[src/rtl/hds_pkg.sv]
package hds_pkg;
  parameter int DEF_DUTY_W = 12;
  parameter int DEF_CNT_W  = 6;
  parameter int DEF_PH_W   = 2;
endpackage

[src/rtl/hds_mash.sv]
module hds_mash #(
  parameter int DUTY_W = hds_pkg::DEF_DUTY_W,
  parameter int M      = 8,
  localparam int FR_W   = DUTY_W - M,
  localparam int WORD_W = M + 1
) (
  input  logic              clk,
  input  logic              rst_n,
  input  logic              step,
  input  logic [DUTY_W-1:0] cmd,
  output logic [WORD_W-1:0] word_next
);
  localparam logic [WORD_W-1:0] FULL = WORD_W'(1) << M;

  logic [FR_W-1:0] acc1_q, acc2_q;
  logic            c2d_q;
  logic [FR_W:0]   s1, s2;
  logic            carry1, carry2;

  // combine truncated word with the two carries, clamp to [0, FULL]
  function automatic logic [WORD_W-1:0] ds_word(
      input logic [M-1:0] tr, input logic a, input logic b, input logic bd);
    logic [WORD_W:0] s;
    s = {2'b00, tr} + {{WORD_W{1'b0}}, a} + {{WORD_W{1'b0}}, b};
    if (s < {{WORD_W{1'b0}}, bd}) return '0;
    s = s - {{WORD_W{1'b0}}, bd};
    if (s > {1'b0, FULL}) return FULL;
    return s[WORD_W-1:0];
  endfunction

  always_comb begin
    s1     = {1'b0, acc1_q} + {1'b0, cmd[FR_W-1:0]};
    carry1 = s1[FR_W];
    s2     = {1'b0, acc2_q} + {1'b0, s1[FR_W-1:0]};
    carry2 = s2[FR_W];
    if (cmd == '0)
      word_next = '0;
    else if (&cmd)
      word_next = FULL;
    else
      word_next = ds_word(cmd[DUTY_W-1:FR_W], carry1, carry2, c2d_q);
  end

  always_ff @(posedge clk or negedge rst_n) begin
    if (!rst_n) begin
      acc1_q <= '0;
      acc2_q <= '0;
      c2d_q  <= 1'b0;
    end else if (step) begin
      acc1_q <= s1[FR_W-1:0];
      acc2_q <= s2[FR_W-1:0];
      c2d_q  <= carry2;
    end
  end
endmodule

[src/rtl/hds_phase_win.sv]
module hds_phase_win #(
  parameter int PH_W = hds_pkg::DEF_PH_W,
  localparam int NPH = 2 ** PH_W
) (
  input  logic [NPH-1:0]  ph,
  input  logic [PH_W-1:0] sel,
  output logic            win
);
  // slot j is high between the rising edges of phase j and phase j+1
  logic [NPH-2:0] term;
  for (genvar j = 0; j < NPH - 1; j++) begin : g_slot
    assign term[j] = ph[j] & ~ph[j+1] & (sel > PH_W'(j));
  end
  assign win = |term;
endmodule

[src/rtl/hds_pwm.sv]
module hds_pwm #(
  parameter int DUTY_W = hds_pkg::DEF_DUTY_W,
  parameter int CNT_W  = hds_pkg::DEF_CNT_W,
  parameter int PH_W   = hds_pkg::DEF_PH_W,
  localparam int NPH    = 2 ** PH_W,
  localparam int M      = CNT_W + PH_W,
  localparam int WORD_W = M + 1
) (
  input  logic              clk,
  input  logic              rst_n,
  input  logic [NPH-1:0]    clk_ph,
  input  logic [DUTY_W-1:0] duty_cmd,
  output logic              pwm_out,
  output logic              period_stb
);
  localparam logic [CNT_W-1:0] CMAX = '1;

  logic [CNT_W-1:0]  cnt_q, cnt_n;
  logic              wrap;
  logic [WORD_W-1:0] word_n, word_q, eff_word;
  logic [CNT_W:0]    coarse;
  logic [PH_W-1:0]   fine, fine_q;
  logic              hi_q, ext_q, stb_q, win;

  assign wrap  = (cnt_q == CMAX);
  assign cnt_n = wrap ? '0 : cnt_q + 1'b1;

  hds_mash #(.DUTY_W(DUTY_W), .M(M)) u_mash (
    .clk(clk), .rst_n(rst_n), .step(wrap), .cmd(duty_cmd), .word_next(word_n)
  );

  assign eff_word = wrap ? word_n : word_q;
  assign coarse   = eff_word[WORD_W-1:PH_W];
  assign fine     = eff_word[PH_W-1:0];

  always_ff @(posedge clk or negedge rst_n) begin
    if (!rst_n) begin
      cnt_q  <= '0;
      word_q <= '0;
      hi_q   <= 1'b0;
      ext_q  <= 1'b0;
      fine_q <= '0;
      stb_q  <= 1'b0;
    end else begin
      cnt_q  <= cnt_n;
      if (wrap) word_q <= word_n;
      hi_q   <= ({1'b0, cnt_n} < coarse);
      ext_q  <= ({1'b0, cnt_n} == coarse) && (fine != '0);
      fine_q <= fine;
      stb_q  <= wrap;
    end
  end

  hds_phase_win #(.PH_W(PH_W)) u_win (.ph(clk_ph), .sel(fine_q), .win(win));

  assign pwm_out    = hi_q | (ext_q & win);
  assign period_stb = stb_q;
endmodule

[config.mk]
export PLATFORM = sky130hd
export DESIGN_NAME = hds_pwm
export DESIGN_NICKNAME = d
export VERILOG_FILES = /design/src/rtl/hds_pkg.sv /design/src/rtl/hds_mash.sv /design/src/rtl/hds_phase_win.sv /design/src/rtl/hds_pwm.sv
export SDC_FILE = /design/constraint.sdc
export NUM_CORES = 1
export LEC_CHECK = 0
export BUFFER_PORTS_ARGS = -buffer_cell sky130_fd_sc_hd__clkbuf_2
export CAP_MARGIN = 25
export CORE_AREA = 2 2 83 85
export DETAILED_ROUTE_END_ITERATION = 8
export DIE_AREA = 0 0 85 87
export HOLD_SLACK_MARGIN = 0.08
export SYNTH_ARGS = -nofsm -noshare
export SYNTH_HDL_FRONTEND = slang
export SYNTH_SLANG_ARGS = --single-unit
[constraint.sdc]
create_clock -name clk -period 5.4 [get_ports clk]
set_clock_uncertainty 0.15 [all_clocks]
set_input_delay 1.08 -clock clk [delete_from_list [all_inputs] [get_ports clk]]
set_output_delay 1.08 -clock clk [all_outputs]
set_load 0.02 [all_outputs]
==> results of run 1 <==
-- worst register-to-register path, stage by stage, from the launching register on --
cell,delay (ns)
dfrtp_1,0.42
ha_4,0.17
inv_2,0.05
fa_2,0.44
fa_2,0.38
nor2b_4,0.12
o21ai_2,0.05
nand2b_1,0.12
ha_4,0.17
ha_4,0.13
inv_2,0.03
or4_4,0.47
and2_4,0.20
xnor2_4,0.13
or4_4,0.45
a211oi_4,0.30
nor3b_2,0.09
a22oi_1,0.17
ha_1,0.27
nor2b_1,0.13
o21a_1,0.16
o21a_1,0.16
o21ai_1,0.13
nand2b_1,0.07
a21oi_1,0.12
or3b_1,0.12
-- kinds of logic (layout without fill, tap and decap cells) --
logic type | count (synthesis) | after routing | synth area share [%]
AND/OR/NAND/NOR | 85 | 85 | 21.1
AO/OA/AOI/OAI | 59 | 59 | 19.5
flip-flops | 27 | 27 | 30.9
adder cells (fa/ha/maj) | 23 | 23 | 13.8
buffers and inverters | 22 | 89 | 4.17
XOR/XNOR | 20 | 20 | 8.97
multiplexers | 3 | 3 | 1.54
-- worst max path at each step --
stage,cells after the start,end,slack [ns]
2_1_floorplan,25,hi_q,-0.46
3_3_place_gp,26,hi_q,-0.59
3_5_place_dp,28,hi_q,-0.77
4_1_cts,26,hi_q,-0.32
5_1_grt,26,hi_q,-0.55
6_report,26,hi_q,-0.31
-- sequential cells by signal, summed over array words and instances (netlist names) --
register / cells
cnt_q: 6
ext_q: 1
fine_q: 1
hi_q: 1
period_stb: 1
u_mash.acc1_q: 4
u_mash.acc2_q: 4
u_mash.c2d_q: 1
word_q: 8
-- routing by layer --
| metal | GRT usage, % | wire, um | vias to the layer above |
|---|---|---|---|
| met2 | 24.4 | 2310 | 28 |
| met3 | 2.09 | 152 | 4 |
| li1 | - | - | 1013 |
| met4 | 2.74 | 25 | 0 |
| met1 | 19.2 | 2450 | 933 |
| met5 | 0 | 0 | - |
-- Yosys cell counts (all sizes together), types with 2 or more instances --
master,number
or4,2
a21oi,7
buf,3
nand2,25
o22ai,2
a22o,8
nand2b,6
o21a,2
inv,14
nor3,3
and2,2
o41ai,2
clkbuf,4
o211a,2
xnor2,10
o211ai,2
dfrtp,27
o221ai,2
nand3,10
xor2,9
nand4,3
mux2,3
nor4,5
nor2b,7
nor2,11
a22oi,5
o21ai,13
o31a,2
and3,5
o31ai,3
a31o,2
fa,2
a31oi,2
ha,21
a21o,2
-- where the power goes --
part / switching, mW / internal [mW]
registers: 0.00340 / 0.207
logic: 0.0702 / 0.0800
clock network: 0.0665 / 0.0525
-- placed cells by master (no fill, tap or decap), drive strengths merged, types with 6 or more instances in the layout --
cell type / n
clkbuf: 21
o21ai: 13
buf: 52
xnor2: 10
a22o: 8
xor2: 9
ha: 21
nor2b: 7
nor2: 11
dfrtp: 27
nand2b: 6
inv: 14
nand2: 25
nand3: 10
a21oi: 7
-- repair_timing --
item | in CTS | in global routing
hold buffers | 0 | 0
buffers inserted | 1 | 6
endpoints found under the setup margin | 2 | 2
pin swaps | 5 | 12
resized for setup | 5 | 13
-- through the flow --
step	utilization, %	area [um^2]	power [mW]	cells	hold WS, ns
global route	44.4	2920	0.512	386	0.381
CTS	42.9	2820	0.476	380	0.355
detailed placement	41.6	2740	0.349	375	0.333
floorplan	-	2240	0.290	239	0.299
finish	44.4	2920	0.479	386	0.349
global placement	41.6	2740	0.348	375	0.319
-- layout make-up --
| type | count | area, um^2 | area share [%] |
|---|---|---|---|
| Timing Repair Buffer | 70 | 492 | 16.8 |
| Clock inverter | 1 | 7.51 | 0.257 |
| Inverter | 15 | 56.3 | 1.93 |
| Tap cell | 80 | 100 | 3.43 |
| Sequential cell | 27 | 676 | 23.1 |
| Clock buffer | 3 | 41.3 | 1.41 |
| Multi-Input combinational cell | 190 | 1550 | 53.0 |
==> flow_metrics.env, run 1 <==
export IMPL_tns_ns=-0.387
export IMPL_grt_total_usage_pct=14.2
export IMPL_critPathMaxFanout=4
export IMPL_grt_antenna_before_repair=0
export IMPL_antenna_cells=0
export IMPL_status="finished, violations left"
export IMPL_violations="setup timing"
export IMPL_ys_flop_type="dfrtp_1"
export IMPL_drv_slew=0
export IMPL_insertion_delay_ns=0.28
export IMPL_io_buffer_count=19
export IMPL_cp_arrival_ns=5.78
export IMPL_reg2reg_from="u_mash.acc1_q[0]"
export IMPL_die_w_um=85
export IMPL_static_leakage_power_nw=1.41
export IMPL_syn_instance_count=239
export IMPL_grt_first_pass_wirelength_mm=8.60
export IMPL_holdCritPathClass="reg2reg"
export IMPL_io_pins=20
export IMPL_slowest_delay_ns=0.47
export IMPL_final_layout_size_suffix_gt1_share_pct=35.0
export IMPL_slew_headroom_pct=55.0
export IMPL_grt_overflow=0
export IMPL_crit_path_start="duty_cmd[0]"
export IMPL_finalCritPeriodShare_pct=106
export IMPL_crit_top_cell="ha_4"
export IMPL_gp_congestion=0.858
export IMPL_syn_to_final_growth_pct=33.3
export IMPL_numCtsBuffers=3
export IMPL_syn_area_um2=2190
export IMPL_peakVddDrop_uv=97.4
export IMPL_initial_core_util_pct=33.3
export IMPL_holdPathStages=2
export IMPL_synth_edf_count=0
export IMPL_fmax_ghz=0.175
export IMPL_synth_top_cell_area_share_pct=30.9
export IMPL_cp_slowest_cell="or4_4"
export IMPL_drt_antenna_violating_nets=0
export IMPL_clock_sinks=27
export IMPL_cp_start_kind="input pin"
export IMPL_worstRegToRegCells=25
export IMPL_fill_cells=631
export IMPL_hold_violations=0
export IMPL_rows=30
export IMPL_ys_async_sr_fraction_pct=100
export IMPL_dpl_hpwl_mm=3.92
export IMPL_core_area_um2=6570
export IMPL_fin_crit_ns=5.71
export IMPL_vias=1978
export IMPL_synth_seq_cells=27
export IMPL_synth_cell_types=51
export IMPL_critPathCaptureType="register"
export IMPL_dr_pass1_iters=6
export IMPL_syn_avg_cell_area_um2=9.16
export IMPL_yosysSeqAreaShare_pct=30.9
export IMPL_htreeDepth=1
export IMPL_wirelength_mm=4.95
export IMPL_grt_pass1_vias=1906
export IMPL_via_per_inst=5.12
export IMPL_power_per_cell_area_nw_per_um2=164
export IMPL_rrSetupSlack_ns=0.16
export IMPL_synthesis_nets=280
export IMPL_fin_ws_ns=-0.305
export IMPL_cts_tree="yes"
export IMPL_dp_slack_ns=-0.773
export IMPL_synth_warnings=0
export IMPL_rsz0062_at_grt="true"
export IMPL_r2r_end="hi_q"
export IMPL_die_y_um=87
export IMPL_drcViolationCount=0
export IMPL_dieArea_um2=7400
export IMPL_setup_viol=2
export IMPL_crit_required_ns=5.47
export IMPL_final_nets=348
export IMPL_yosysTopAreaCell="dfrtp_1"
export IMPL_cts_buffer_depth=2
export IMPL_cap_violations=0
export IMPL_wl_per_cell_um=12.8
export IMPL_cts_root_buf="clkbuf_8"
export IMPL_critPathTopFamily="simple AND/OR/NAND/NOR gates"
export IMPL_crit_type="in2reg"
export IMPL_whs_endpoint="u_mash.acc2_q[0]"
export IMPL_grt_max_degree=29
export IMPL_tightestPinTransition_ns=0.675
export IMPL_cp_buffers_inverters=3
export IMPL_hp_start="u_mash.acc2_q[0]"
export IMPL_ys_top_cells_by_area="dfrtp_1, ha_1, nand2_1"
export IMPL_dr_first_iter_drc_count=63
export IMPL_cts_clk_slew_worst_paths_ns=0.10
(Power assumes the default switching activity.)
==> run 2, diff against run 1 <==
--- a/config.mk
+++ b/config.mk
@@ -7,10 +7,10 @@
 export LEC_CHECK = 0
 export BUFFER_PORTS_ARGS = -buffer_cell sky130_fd_sc_hd__clkbuf_2
 export CAP_MARGIN = 25
-export CORE_AREA = 2 2 83 85
+export CORE_AREA = 2 2 81 83
 export DETAILED_ROUTE_END_ITERATION = 8
-export DIE_AREA = 0 0 85 87
-export HOLD_SLACK_MARGIN = 0.08
+export DIE_AREA = 0 0 83 85
 export SYNTH_ARGS = -nofsm -noshare
 export SYNTH_HDL_FRONTEND = slang
+export SYNTH_HIERARCHICAL = 1
 export SYNTH_SLANG_ARGS = --single-unit
==> run 2 against run 1 <==
  * The flow now finishes without violations
  * Core utilization decreased by 2.5 points
  * Non-clock buffer count decreased by 26
  * Register-to-register slack improved by 0.38 ns
  * Flip-flop and latch count did not move
  * Sequential power fell by 4%
  * Count of clock-buffer cells in the layout unchanged
  * Design area shrank 11%
  * Wire length decreased by 11%
  * Critical path depth shrank 5
  * Largest power group unchanged
==> flow_metrics.env, run 2 <==
export IMPL_initial_core_util_pct=34.2
export IMPL_fin_crit_ns=5.37
export IMPL_via_per_inst=5.15
export IMPL_dpl_hpwl_mm=3.48
export IMPL_synthTopCellsByCount="dfrtp_1, ha_1, nor2_1, mux2_2, xnor2_1"
export IMPL_synth_seq_cells=27
export IMPL_ys_flop_type="dfrtp_1"
export IMPL_cp_start_kind="input pin"
export IMPL_critPathCaptureType="register"
export IMPL_final_cell_mix="dfrtp_1, buf_4, clkbuf_2"
export IMPL_multi_input_area_um2=1490
export IMPL_fill_cells=597
export IMPL_cts_root_buf="clkbuf_8"
export IMPL_finalCoreUtilization_pct=42.0
export IMPL_yosysTopAreaCell="dfrtp_1"
export IMPL_ys_top_cells_by_area="dfrtp_1, ha_1, mux2_2"
export IMPL_largest_reg_flops=8
export IMPL_core_area_um2=6200
export IMPL_yosysSeqAreaShare_pct=31.8
export IMPL_peakVddDrop_uv=88.1
export IMPL_synth_most_common_cell="dfrtp_1"
export IMPL_dp_slack_ns=-0.307
export IMPL_wl_per_cell_um=13.9
export IMPL_synth_top_cell_area_share_pct=31.8
export IMPL_clock_sinks=27
export IMPL_final_nets=280
export IMPL_tightestPinTransition_ns=0.799
export IMPL_grt_pass1_vias=1700
export IMPL_dr_pass1_iters=4
export IMPL_drt_antenna_violating_nets=0
export IMPL_slew_headroom_pct=46.6
export IMPL_syn_to_final_growth_pct=22.6
export IMPL_dr_first_iter_drc_count=66
export IMPL_power_per_cell_area_nw_per_um2=151
export IMPL_post_dp_cell_area_um2=2460
export IMPL_crit_type="in2reg"
export IMPL_cap_violations=0
export IMPL_cts_tree="yes"
export IMPL_numCtsBuffers=3
export IMPL_grt_total_usage_pct=13.0
export IMPL_syn_avg_cell_area_um2=10.6
export IMPL_design_area_um2=2610
export IMPL_static_leakage_power_nw=1.18
export IMPL_final_common_cell="dfrtp_1"
export IMPL_gp_congestion=0.787
export IMPL_regArea_um2=676
export IMPL_tns_ns=0
export IMPL_power_mw=0.393
export IMPL_grt_first_pass_wirelength_mm=7.56
export IMPL_largest_register="word_q"
export IMPL_grt_antenna_before_repair=0
export IMPL_insertion_delay_ns=0.27
export IMPL_syn_instance_count=200
export IMPL_grt_overflow=0
export IMPL_holdCritPathClass="reg2reg"
export IMPL_hold_violations=0
export IMPL_synth_warnings=6
export IMPL_fmax_ghz=0.186
export IMPL_antenna_cells=0
export IMPL_vias=1631
export IMPL_reg_top3="word_q (8), cnt_q (6)"
export IMPL_finalCritPeriodShare_pct=99.4
export IMPL_syn_area_um2=2120
export IMPL_drcViolationCount=0
export IMPL_io_buffer_count=19
export IMPL_synth_edf_count=0
export IMPL_grt_max_degree=31
export IMPL_final_layout_size_suffix_gt1_share_pct=40.4
export IMPL_fin_ws_ns=0.0347
export IMPL_synth_cell_types=54
export IMPL_status="completed"
export IMPL_ys_async_sr_fraction_pct=100
export IMPL_die_w_um=83
export IMPL_drv_slew=0
export IMPL_wirelength_mm=4.42
export IMPL_setup_viol=0
export IMPL_htreeDepth=1
export IMPL_cts_clk_slew_worst_paths_ns=0.09
export IMPL_crit_required_ns=5.41
export IMPL_dieArea_um2=7060
export IMPL_cp_arrival_ns=5.38
export IMPL_cts_buffer_depth=2
export IMPL_die_y_um=85
export IMPL_io_pins=20
export IMPL_synthesis_nets=239
export IMPL_rows=29
export IMPL_critPathMaxFanout=5
export IMPL_rsz0062_at_grt="true"
[run 2: cell types whose count changed after synthesis, moves of 6 or more]
| cell | previous run | this run |
|---|---|---|
| nand2b_1 | 6 | 0 |
| nor2_1 | 8 | 15 |
| nor2b_1 | 7 | 0 |
| a22o_1 | 8 | 0 |
| inv_1 | 14 | 4 |
| nand2_1 | 25 | 7 |
| mux2_2 | 3 | 12 |
| a21o_1 | 2 | 9 |
| o21ai_0 | 13 | 4 |
[run 2: critical path: stages]
cell and delay [ns]:
clkbuf_2 0.11, ha_4 0.16, fa_2 0.35, xor2_2 0.16, ha_1 0.29, a21o_1 0.19, a21oi_2 0.18, fa_2 0.49
ha_4 0.19, ha_4 0.16, nor4b_4 0.12, a41oi_2 0.32, o21ba_4 0.22, o221ai_4 0.14, buf_6 0.16, nor3_4 0.11
mux2i_1 0.09, ha_1 0.32, and3b_1 0.16, o21ai_1 0.07, a221o_1 0.31
[run 2: cell families (layout without fill, tap and decap cells)]
kind of cell | after synthesis | after routing | synth area share [%]
xor+xnor | 18 | 18 | 7.42
buf+inv | 12 | 52 | 3.89
compound gates | 43 | 43 | 15.8
simple gates | 59 | 59 | 17.4
mux | 20 | 20 | 10.3
flops | 27 | 27 | 31.8
fa+ha+maj | 21 | 21 | 13.4
[run 2: final cells by class]
type                       count  area share, %
clock buffer                   3           1.59
clock inverter                 1          0.192
inverter                       4          0.576
multi-input combinational    161           57.0
sequential                    27           25.9
tap                           77           3.70
timing repair buffer          44           11.0
[run 2: power breakdown]
part	leakage (nW)	internal [mW]	total, mW	switching (mW)
sequential	0.352	0.202	0.202	0
combinational	0.802	0.0361	0.0785	0.0423
clock	0.0255	0.0517	0.112	0.0607
total	1.18	0.290	0.393	0.103
[run 2: worst paths after layout]
check                                  from            to  slack (ns)  cells after the start
hold reg to reg                   word_q[4]     word_q[4]        0.36                      1
min in group asynchronous             rst_n     fine_q[0]        0.67                      1
hold / removal                    word_q[4]     word_q[4]        0.36                      1
setup reg to reg           u_mash/acc1_q[0]          hi_q        0.54                     20
setup / recovery                duty_cmd[0]          hi_q        0.03                     21
max in group asynchronous             rst_n  u_mash/c2d_q        4.00                      1
[run 2: what timing repair did]
item / in CTS / in global routing
setup endpoints to repair: 1 / 2
hold buffers: 0 / 0
pin swaps: 1 / 13
setup buffers: 0 / 3
gates resized for setup: 1 / 17
[run 2: stage by stage]
step           hold WS [ns]  cells
3_3_place_gp          0.338    310
2_1_floorplan         0.308    200
5_1_grt               0.385    317
3_5_place_dp          0.344    310
6_report              0.363    317
4_1_cts               0.366    314
[run 2: layer usage]
metal	part of all wire [%]	vias up	track usage, %
met5	0	-	0
met4	2.2	0	4.92
met3	2.3	6	1.17
met2	49	25	23.1
met1	47	778	16.4
li1	-	822	-
==> run 3, diff against run 2 <==
--- a/config.mk
+++ b/config.mk
@@ -10,6 +10,7 @@
 export CORE_AREA = 2 2 81 83
 export DETAILED_ROUTE_END_ITERATION = 8
 export DIE_AREA = 0 0 83 85
+export PLACE_DENSITY = 0.56
 export SYNTH_ARGS = -nofsm -noshare
 export SYNTH_HDL_FRONTEND = slang
 export SYNTH_HIERARCHICAL = 1
==> run 3 against run 2 <==
  * Sequential power barely moved
  * Flip-flop and latch count did not move
  * Total power rose by 2.6%
  * Critical endpoint unchanged
  * Count of clock-buffer cells in the layout did not move
  * Largest cell class unchanged
  * Die area did not move
==> flow_metrics.env, run 3 (synthesized netlist as in run 2, its figures left out) <==
export IMPL_tns_ns=0
export IMPL_io_pins=20
export IMPL_final_nets=280
export IMPL_largest_reg_flops=8
export IMPL_power_share_switching_pct=27.6
export IMPL_status="completed"
export IMPL_drcViolationCount=0
export IMPL_grt_antenna_before_repair=0
export IMPL_tightestPinTransition_ns=0.819
export IMPL_regArea_um2=676
export IMPL_design_area_um2=2650
export IMPL_clock_sinks=27
export IMPL_cp_start_kind="input pin"
export IMPL_vias=1618
export IMPL_io_buffer_count=19
export IMPL_htreeDepth=1
export IMPL_rrSetupSlack_ns=0.52
export IMPL_rows=29
export IMPL_dr_pass1_iters=4
export IMPL_rsz0062_at_grt="true"
export IMPL_r2r_end="hi_q"
export IMPL_critPathCaptureType="register"
export IMPL_drv_slew=0
export IMPL_holdCritPathClass="reg2reg"
export IMPL_whs_endpoint="word_q[4]"
export IMPL_cts_tree="yes"
export IMPL_numCtsBuffers=3
export IMPL_worstRegToRegCells=19
export IMPL_die_y_um=85
export IMPL_hold_violations=0
export IMPL_setup_viol=0
export IMPL_power_per_cell_area_nw_per_um2=152
export IMPL_pwr_share_clk_pct=30.0
export IMPL_initial_core_util_pct=34.2
export IMPL_reg2reg_from="u_mash/acc1_q[0]"
export IMPL_cap_violations=0
export IMPL_via_per_inst=5.10
export IMPL_final_common_cell="dfrtp_1"
export IMPL_syn_to_final_growth_pct=24.6
export IMPL_grt_pass1_vias=1557
export IMPL_critPathMaxFanout=5
export IMPL_grt_max_degree=31
export IMPL_cts_buffer_depth=2
export IMPL_cts_root_buf="clkbuf_8"
export IMPL_reg_top3="word_q (8), cnt_q (6)"
export IMPL_hp_start="word_q[4]"
export IMPL_p_comb_share_pct=19.9
export IMPL_finalCritPeriodShare_pct=98.9
export IMPL_dieArea_um2=7060
export IMPL_crit_type="in2reg"
export IMPL_final_cell_mix="dfrtp_1, buf_4, clkbuf_2"
export IMPL_peakVddDrop_uv=94.5
export IMPL_core_area_um2=6200
export IMPL_insertion_delay_ns=0.28
export IMPL_fmax_ghz=0.187
export IMPL_grt_first_pass_wirelength_mm=7.69
export IMPL_die_w_um=83
export IMPL_p_sw_mw=0.111
export IMPL_largest_register="word_q"
export IMPL_grt_total_usage_pct=13.4
export IMPL_gp_congestion=0.767
export IMPL_p_int_mw=0.292
export IMPL_dpl_hpwl_mm=3.56
export IMPL_fill_cells=602
export IMPL_fin_crit_ns=5.34
export IMPL_multi_input_area_um2=1520
export IMPL_slew_headroom_pct=45.3
export IMPL_static_leakage_power_nw=1.18
export IMPL_wl_per_cell_um=14.6
export IMPL_cp_arrival_ns=5.36
export IMPL_cts_clk_slew_worst_paths_ns=0.10
export IMPL_antenna_cells=0
export IMPL_holdPathStages=1
export IMPL_grt_overflow=0
export IMPL_crit_required_ns=5.43
export IMPL_drt_antenna_violating_nets=0
export IMPL_wirelength_mm=4.63
export IMPL_post_dp_cell_area_um2=2460
export IMPL_dr_first_iter_drc_count=28
export IMPL_sequentialPowerShare_pct=50.1
export IMPL_final_layout_size_suffix_gt1_share_pct=41.7
-- run 3: final cells by class --
| type | instances | area share (%) |
|---|---|---|
| clock inverter | 1 | 0.284 |
| multi-input combinational | 161 | 57.4 |
| clock buffer | 3 | 1.56 |
| sequential | 27 | 25.5 |
| inverter | 4 | 0.567 |
| tap | 77 | 3.64 |
| timing repair buffer | 44 | 11.1 |
-- run 3: worst max path at each step --
stage | start | to | slack [ns]
final | duty_cmd[0] | hi_q | 0.06
after global routing | duty_cmd[0] | hi_q | -0.11
after CTS | duty_cmd[0] | hi_q | 0.02
after detailed placement | duty_cmd[0] | hi_q | -0.35
after global placement | duty_cmd[0] | hi_q | -0.24
after floorplan | duty_cmd[0] | hi_q | 0.02
-- run 3: routing by layer --
layer | up-vias | global-route usage (%) | part of all wire [%]
met2 | 17 | 21.6 | 48
li1 | 821 | - | -
met4 | 0 | 5.37 | 2.1
met5 | - | 0 | 0
met3 | 6 | 1.26 | 1.1
met1 | 774 | 18.6 | 49
-- run 3: worst max-delay path, cell delays in order --
cell and delay, ns:
buf_8 0.10, ha_4 0.15, fa_2 0.36, xor2_2 0.17, ha_1 0.30, a21o_1 0.19
a21oi_2 0.18, fa_2 0.48, ha_4 0.18, ha_4 0.16, nor4b_4 0.13, a41oi_2 0.31
o21ba_4 0.22, o221ai_4 0.14, a21oi_2 0.16, mux2i_1 0.13, ha_1 0.37, and3_4 0.20
o21ai_2 0.05, a221o_1 0.31
-- run 3: per-stage QoR --
stage | std cells | power (mW) | setup WS, ns | hold WS (ns) | util [%]
after global routing | 317 | 0.426 | -0.115 | 0.392 | 42.6
final | 317 | 0.403 | 0.0618 | 0.364 | 42.6
after floorplan | 200 | 0.249 | 0.0243 | 0.308 | -
after detailed placement | 310 | 0.278 | -0.348 | 0.346 | 39.7
after CTS | 314 | 0.400 | 0.0197 | 0.368 | 40.6
after global placement | 310 | 0.277 | -0.238 | 0.337 | 39.7
-- run 3: repair_timing --
action,in CTS,in global routing
gates resized for setup,1,24
setup endpoints to repair,1,2
pin swaps,1,19
hold buffers,0,0
setup buffers,0,3
-- run 3: power by group through the flow --
stage / Combinational [mW] / Clock, mW / Sequential, mW
2_1_floorplan: 0.0433 / 0 / 0.206
6_report: 0.0801 / 0.121 / 0.202
4_1_cts: 0.0722 / 0.126 / 0.202
5_1_grt: 0.0888 / 0.135 / 0.202
3_3_place_gp: 0.0712 / 0 / 0.206
3_5_place_dp: 0.0718 / 0 / 0.206
